--- src/rtl/lbp_pkg.sv ---
package lbp_pkg;

    typedef enum logic [1:0] {
        LK_RESET = 2'd0,
        LK_TRACK = 2'd1,
        LK_DARK  = 2'd2
    } lock_state_t;

endpackage

--- src/rtl/lbp_byte_ctr.sv ---
module lbp_byte_ctr #(
    parameter int BYTE_W = 8
) (
    input  logic clk,
    input  logic rst_n,
    output logic stb
);
    localparam int CNT_W = $clog2(BYTE_W);
    localparam logic [CNT_W-1:0] LAST = CNT_W'(BYTE_W - 1);

    logic [CNT_W-1:0] phase_q;

    always_ff @(posedge clk or negedge rst_n) begin
        if (!rst_n)
            phase_q <= '0;
        else if (phase_q == LAST)
            phase_q <= '0;
        else
            phase_q <= phase_q + 1'b1;
    end

    assign stb = (phase_q == LAST);


    stb_single_chk: assert property (@(posedge clk) disable iff (!rst_n)
        stb |=> !stb);

endmodule

--- src/rtl/lbp_serializer.sv ---
module lbp_serializer #(
    parameter int BYTE_W = 8
) (
    input  logic              clk,
    input  logic              rst_n,
    input  logic              load,
    input  logic [BYTE_W-1:0] byte_in,
    output logic              ser_bit
);
    logic [BYTE_W-1:0] shreg_q;

    always_ff @(posedge clk or negedge rst_n) begin
        if (!rst_n)
            shreg_q <= '0;
        else if (load)
            shreg_q <= byte_in;
        else
            shreg_q <= {shreg_q[BYTE_W-2:0], 1'b0};
    end

    assign ser_bit = shreg_q[BYTE_W-1];


    msb_first_chk: assert property (@(posedge clk) disable iff (!rst_n)
        load |=> (ser_bit == $past(byte_in[BYTE_W-1])));

endmodule

--- src/rtl/lbp_rx_select.sv ---
module lbp_rx_select (
    input  logic line_rx_bit,
    input  logic los,
    input  logic term_lb_n,
    input  logic fac_lb_n,
    input  logic ser_bit,
    output logic rx_bit,
    output logic line_tx_bit
);
    logic gated_rx;

    always_comb begin
        gated_rx    = line_rx_bit & ~los;
        rx_bit      = term_lb_n ? gated_rx : ser_bit;
        line_tx_bit = fac_lb_n  ? ser_bit  : gated_rx;
    end

endmodule

--- src/rtl/lbp_lock_fsm.sv ---
module lbp_lock_fsm
    import lbp_pkg::*;
(
    input  logic clk,
    input  logic rst_n,
    input  logic los,
    output logic lock_det
);
    lock_state_t state_q, state_d;

    always_ff @(posedge clk or negedge rst_n) begin
        if (!rst_n)
            state_q <= LK_RESET;
        else
            state_q <= state_d;
    end

    always_comb begin
        state_d = state_q;
        unique case (state_q)
            LK_RESET: state_d = los ? LK_DARK : LK_TRACK;
            LK_TRACK: if (los)  state_d = LK_DARK;
            LK_DARK:  if (!los) state_d = LK_TRACK;
            default:  state_d = LK_RESET;
        endcase
    end

    always_comb begin
        lock_det = (state_q == LK_TRACK) && !los;
    end


    lock_follow_chk: assert property (@(posedge clk) disable iff (!rst_n)
        !los |=> (los || lock_det));

endmodule

--- src/rtl/line_bitpath.sv ---
module line_bitpath #(
    parameter int BYTE_W = 8
) (
    input  logic              clk,
    input  logic              rst_n,
    input  logic [BYTE_W-1:0] tx_byte,
    input  logic              line_rx_bit,
    input  logic              los,
    input  logic              term_lb_n,
    input  logic              fac_lb_n,
    output logic              byte_stb,
    output logic              line_tx_bit,
    output logic              rx_bit,
    output logic              lock_det
);
    logic ser_bit;

    lbp_byte_ctr #(.BYTE_W(BYTE_W)) ctr_i (
        .clk   (clk),
        .rst_n (rst_n),
        .stb   (byte_stb)
    );

    lbp_serializer #(.BYTE_W(BYTE_W)) ser_i (
        .clk     (clk),
        .rst_n   (rst_n),
        .load    (byte_stb),
        .byte_in (tx_byte),
        .ser_bit (ser_bit)
    );

    lbp_rx_select sel_i (
        .line_rx_bit (line_rx_bit),
        .los         (los),
        .term_lb_n   (term_lb_n),
        .fac_lb_n    (fac_lb_n),
        .ser_bit     (ser_bit),
        .rx_bit      (rx_bit),
        .line_tx_bit (line_tx_bit)
    );

    lbp_lock_fsm lock_i (
        .clk      (clk),
        .rst_n    (rst_n),
        .los      (los),
        .lock_det (lock_det)
    );


    los_gate_chk: assert property (@(posedge clk) disable iff (!rst_n)
        (term_lb_n && los) |-> !rx_bit);


    term_loop_chk: assert property (@(posedge clk) disable iff (!rst_n)
        !term_lb_n |-> (rx_bit == ser_bit));


    fac_loop_chk: assert property (@(posedge clk) disable iff (!rst_n)
        (!fac_lb_n && los) |-> !line_tx_bit);

endmodule

--- config.mk ---
export PLATFORM = sky130hd
export DESIGN_NAME = line_bitpath
export DESIGN_NICKNAME = d
export VERILOG_FILES = /design/src/rtl/lbp_pkg.sv /design/src/rtl/lbp_byte_ctr.sv /design/src/rtl/lbp_serializer.sv /design/src/rtl/lbp_rx_select.sv /design/src/rtl/lbp_lock_fsm.sv /design/src/rtl/line_bitpath.sv
export SDC_FILE = /design/constraint.sdc
export NUM_CORES = 1
export LEC_CHECK = 0
export ABC_AREA = 1
export BUFFER_PORTS_ARGS = -buffer_cell sky130_fd_sc_hd__buf_2
export CORE_AREA = 4 4 41 43
export DETAILED_ROUTE_END_ITERATION = 10
export DIE_AREA = 0 0 45 47
export PLACE_DENSITY_LB_ADDON = 0.08
export SKIP_CTS_REPAIR_TIMING = 1
export SYNTH_ARGS = -nofsm -noshare
export SYNTH_HDL_FRONTEND = slang
export SYNTH_SLANG_ARGS = --single-unit
export TNS_END_PERCENT = 20
--- constraint.sdc ---
create_clock -name clk -period 1.89 [get_ports clk]
set_clock_uncertainty 0.2 [all_clocks]
set_input_delay 0.378 -clock clk [delete_from_list [all_inputs] [get_ports clk]]
set_output_delay 0.378 -clock clk [all_outputs]
set_load 0.03 [all_outputs]
# --- Word-level counts from Yosys, hierarchy flattened ---
# Index checks and enable logic that the tools add are counted.
# W data, S select, Z words.
totals:
  in_bits: 14
  output_inout_bits: 4
  register_bits: 13
classes:
  add_sub_neg: 1
  bitwise: 2
  mux: 8
  n_reduce_logical: 4
  eq_ne: 5
op_table:
  columns: ["op", "n"]
  rows:
  - ["$mux W8", 1]
  - ["$mux W2", 3]
  - ["$pmux W2 S3", 1]
  - ["$ne A2 B2 Y1 const B", 2]
  - ["$add A3 B1 Y3 const B", 1]
  - ["$eq A3 B3 Y1 const B", 1]
  - ["$mux W3", 1]
  - ["$eq A2 B1 Y1 const B", 1]
  - ["$eq A2 B2 Y1 const B", 1]
  - ["$logic_not A2 Y1", 1]
  - ["$mux W1", 2]
  - ["$reduce_and A2 Y1", 1]
  - ["$and A1 B1 Y1", 1]
  - ["$logic_and A1 B1 Y1", 1]
  - ["$logic_not A1 Y1", 1]
  - ["$not A1 Y1", 1]

# --- Depth between registers and ports, before layout ---
depth:
  depth_word: 3
  ltp_mapped: 5

# --- Cells and area by module ---
# A second synthesis with hierarchy kept.
hier_totals:
  cells_unflattened: 55
  hier_area_um2: 515.5
by_module_without_submodules:
  columns: ["module", "cells_per_inst", "n_inst", "area_per_inst_um2"]
  rows:
  - ["lbp_serializer", 33, 1, 301.5]
  - ["lbp_byte_ctr", 6, 1, 103.8]
  - ["lbp_lock_fsm", 7, 1, 73.8]
  - ["lbp_rx_select", 9, 1, 36.3]

# --- Worst setup path before layout ---
# No wires, ideal clock.
synth_path:
  kind: "flip-flop to flip-flop"
  startpoint: "reg ctr_i.phase_q[0]"
  endpoint: "reg ser_i.shreg_q[3]"
  path_buffers: 1
  period_less_slack_ns: 1.545
  arrival_ns: 1.202
  required_time_ns: 1.547
  slack_ns: 0.345
  stages_incl_launch_ff: 6
  path_cell_list: "dfrtp_1 -> ha_1 -> ha_1 -> buf_6 -> nand2_1 -> o21ai_0"
synth_between:
  elab_chain_cells: 2
synth_lines:
  columns: ["element", "line_no", "rtl"]
  rows:
  - ["start: declaration", "lbp_byte_ctr.sv:11", "logic [CNT_W-1:0] phase_q;"]
  - ["start signal: assignment", "lbp_byte_ctr.sv:19", "phase_q <= phase_q + 1'b1;"]
  - ["$eq A3 B3 Y1", "lbp_byte_ctr.sv:22", "assign stb = (phase_q == LAST);"]
  - ["via byte_stb", "line_bitpath.sv:11", "output logic byte_stb,"]
  - ["$mux W8", "lbp_serializer.sv:15", "else if (load)"]
  - ["end signal: assignment", "lbp_serializer.sv:16", "shreg_q <= byte_in;"]
  - ["end signal: assignment", "lbp_serializer.sv:18", "shreg_q <= {shreg_q[BYTE_W-2:0], 1'b0};"]
  - ["end: declaration", "lbp_serializer.sv:10", "logic [BYTE_W-1:0] shreg_q;"]
# The timed path passes the listed nets, and every way through them passes these cells.
# A chain may end at the register's enable or synchronous reset.

# --- Final worst setup path ---
layout_path:
  startpoint: "reg ctr_i.phase_q[0]"
  endpoint: "out byte_stb"
layout_between:
  elab_chain_cells: 1
layout_lines:
  columns: ["element", "line_no"]
  rows:
  - ["$eq A3 B3 Y1", "lbp_byte_ctr.sv:22"]
  - ["end: declaration", "line_bitpath.sv:11"]
# No other way between the ends.

==> summary.md <==
| Metric | Value |
|---|---|
| Worst hold path depth | 2 |
| Synth Area in XOR/XNOR | 0% |
| Simple-gate share of the synthesized area | 12.8% |
| Largest family of logic cells by synthesized area | simple AND/OR/NAND/NOR gates |
| Min-Delay Endpoint | lock_i.state_q[0]$_DFFE_PN0P_ |
| Worst hold path type | in2reg |
| H-tree level count | 1 |
| Remaining DRCs | 0 |
| Number of warnings issued by yosys | 0 |
| Die height | approximately 47 microns |
| Netlist Area Pre-Place | 546 sq um |
| Setup Viol. Count Final | 0 |
| Ys flop type | dfrtp_1 |
| Synth top cells by count | 13 x dfrtp_1, 13 x nand2_1, 12 x inv_1, 4 x o21ai_0 |
| R2r setup slk | 500 ps |
| Dpl ws | 365 ps |
| Initial DRC count | 2 |
| FFs w/ async S/R, synth | 100% |
| FF+latch count, synth | 13 |
| Slew headroom | between 80% and 90% |
| Post-synth EDFFs | 0 |
| Sequential share of power | 57.4% |
| NumNets Final | 96 |
| CP Capture Type | output port |
| RR Startpoint | ctr_i.phase_q[0]$_DFF_PN0_ |
| Worst Hold Launch | los |
| Sw frac | 23.6% |
| Number of clock sinks | 13 |
| Yosys top cell area share | 59.6% |
| Crit Path Class | reg2out |
| Area of the core | 1300 sq um |
| Worst Path Arrival | 1200 ps |
| Min cycle time layout | 1780 ps |
| Pin count of the biggest net entering global routing | 15 |
| Sw Pwr | between 100 and 150 uW |
| Status | completed |
| Post-Synth Adder-Cell Area | 6.88% |
| Largest cells by area after synthesis | dfrtp_1 60%, nand2_1 8.9%, inv_1 8.3% |
| Total track usage | 10.2% |
| Gp weighted congestion | 0.656 |
| Dpl cell area | 646 sq um |
| CTS root buf | clkbuf_4 |
| Slew Viols, Final | 0 |
| Antenna Violating Nets Remaining | 0 |
| DR pass1 iterations | 4 |
| CTS tree | done |
| Clock power share | 33.4% |
| Syn nets | between 70 and 80 |
| HPWL Detailed | 698 microns |
| DIE AREA | 2120 sq um |
| Row cnt | 13 |
| # fillers | 126 |
| Max-Cap Viols | 0 |
| Final wirelength | 919 microns |
| Reg clk slew, reported paths | 80 ps |
| Worst EP required | 1310 ps |
| Mux cell area share after synthesis | 0% |
| Die width | 45 microns |
| Sequential area share after synthesis | 59.6% |
| Vias in the first global route | 391 |
| Total CTS buffers | 3 |
| Final period utilization | 94.2% |
| Slew @ Worst Pin | slightly below 300 ps |
| Initial antenna violation count | 0 |
| Worst Path Max Fanout | 2 |
| Syn Area/Cell | 9.74 sq um |
| Clk_lat worst skew | 270 ps |
| Fmax | 0.562 GHz |
| Area Growth Syn to Fin | 25.9% |
| Total grt overflow | 0 |
| Largest area contributor in the netlist | dfrtp_1 |
| IR drop worst, VDD | 0.000467 V |
| FF-to-FF path depth | 5 |
| Avg WL per Cell | 9.88 microns |
| I/O pin cnt | 18 |
| Netlist cell types | 10 |
| Antenna Cells | 0 |
| Combinational share of power | 9.2% |
| Layout cells sized above 1 | 32.1% |
| Number of I/O port buffers | 17 |
| Initial Util | 41.9% |
| Worst setup margin | 109 ps |
| Compound-cell area share of the yosys netlist | 10.3% |
| Register area | between 300 and 400 sq um |
| Internal | 390 uW |
| RSZ-0062 raised after global routing | false |
| First-pass GRT wire length | about 1.5 mm |
| Footprint of the multi-input gates | approximately 170 sq um |
| Post-Synthesis Cells | 56 |
| Post-route cell area | 687 sq um |
| Critical Path Source Type | register |
| P per Cell Area | between 700 and 800 nW/um^2 |
| Sum of negative setup slack | 0 ps |
| Clk buf depth | 2 |
| Worst r2r dst | ser_i.shreg_q[6]$_DFF_PN0_ |
| Total number of vias | 409 |
| Vias per Instance | approximately 4.4 |
| Hold Vio Cnt, Final | 0 |
| Pleak | roughly 0.0004 uW |
## layout make-up
class	count	area share [%]
Sequential cell	13	47.4
Tap cell	15	2.73
Multi-Input combinational cell	30	24.2
Timing Repair Buffer	19	15.3
Clock buffer	4	3.83
Inverter	12	6.56
## critical path: stages, from the launching register on
cell and delay (ps):
dfrtp_1 380, ha_2 190, ha_1 190, buf_4 170
## state kept, by name, indices dropped and copies added, names as in the netlist
name            flops
lock_i.state_q      2
ser_i.shreg_q       8
ctr_i.phase_q       3
## metrics by stage
step / hold WS [ps] / utilization, % / instances / power (uW)
5_1_grt: 43.5 / 52.8 / 93 / 537
6_report: 54.9 / 52.8 / 93 / 510
2_1_floorplan: -118 / - / 56 / 319
4_1_cts: -217 / 51.6 / 92 / 516
3_3_place_gp: 81.0 / 49.6 / 88 / 344
3_5_place_dp: 83.2 / 49.6 / 88 / 345
## cell families (layout without fill, tap and decap cells)
kind of cell             Yosys count  after routing
AND/OR/NAND/NOR                   18             18
flip-flops                        13             13
buffers and inverters             13             35
AO/OA/AOI/OAI                      9              9
adder cells (fa/ha/maj)            3              3
## placed cells by master (no fill, tap or decap)
| cell | netlist | routed |
|---|---|---|
| nand2_1 | 13 | 13 |
| dfrtp_1 | 13 | 13 |
| buf_2 | 0 | 16 |
| inv_1 | 12 | 12 |
| clkbuf_1 | 0 | 1 |
| clkbuf_4 | 0 | 3 |
| nor2_1 | 3 | 3 |
| ha_2 | 0 | 1 |
| o21ai_2 | 3 | 3 |
| o21ai_0 | 4 | 4 |
| ha_1 | 3 | 2 |
| nand3_1 | 2 | 2 |
| buf_4 | 0 | 2 |
| dlygate4sd3_1 | 0 | 1 |
| a21oi_1 | 2 | 2 |
## power by group through the flow
stage	combinational [uW]	clock (uW)	sequential (uW)
after floorplan	21.3	0	297
after detailed placement	46.6	0	298
final	46.9	170	293
after global routing	52.9	190	294
after CTS	46.7	177	293
after global placement	46.0	0	298
## worst max path at each step
stage / depth (start not counted) / slack, ps / to / start
4_1_cts: 3 / 50 / byte_stb / ctr_i.phase_q[0]$_DFF_PN0_
6_report: 3 / 110 / byte_stb / ctr_i.phase_q[0]$_DFF_PN0_
3_3_place_gp: 3 / 380 / byte_stb / ctr_i.phase_q[0]$_DFF_PN0_
2_1_floorplan: 5 / 340 / ser_i.shreg_q[3]$_DFF_PN0_ / ctr_i.phase_q[0]$_DFF_PN0_
5_1_grt: 3 / 30 / byte_stb / ctr_i.phase_q[0]$_DFF_PN0_
3_5_place_dp: 3 / 360 / byte_stb / ctr_i.phase_q[0]$_DFF_PN0_
## layer usage
layer,vias to the layer above,part of all wire [%],global-route usage [%]
met2,13,47,16.4
met1,182,43,10.8
met3,0,9.0,6.90
met4,0,0,3.51
met5,-,0,0
li1,214,-,-
Note: power is estimated with default switching activity, not from simulation.
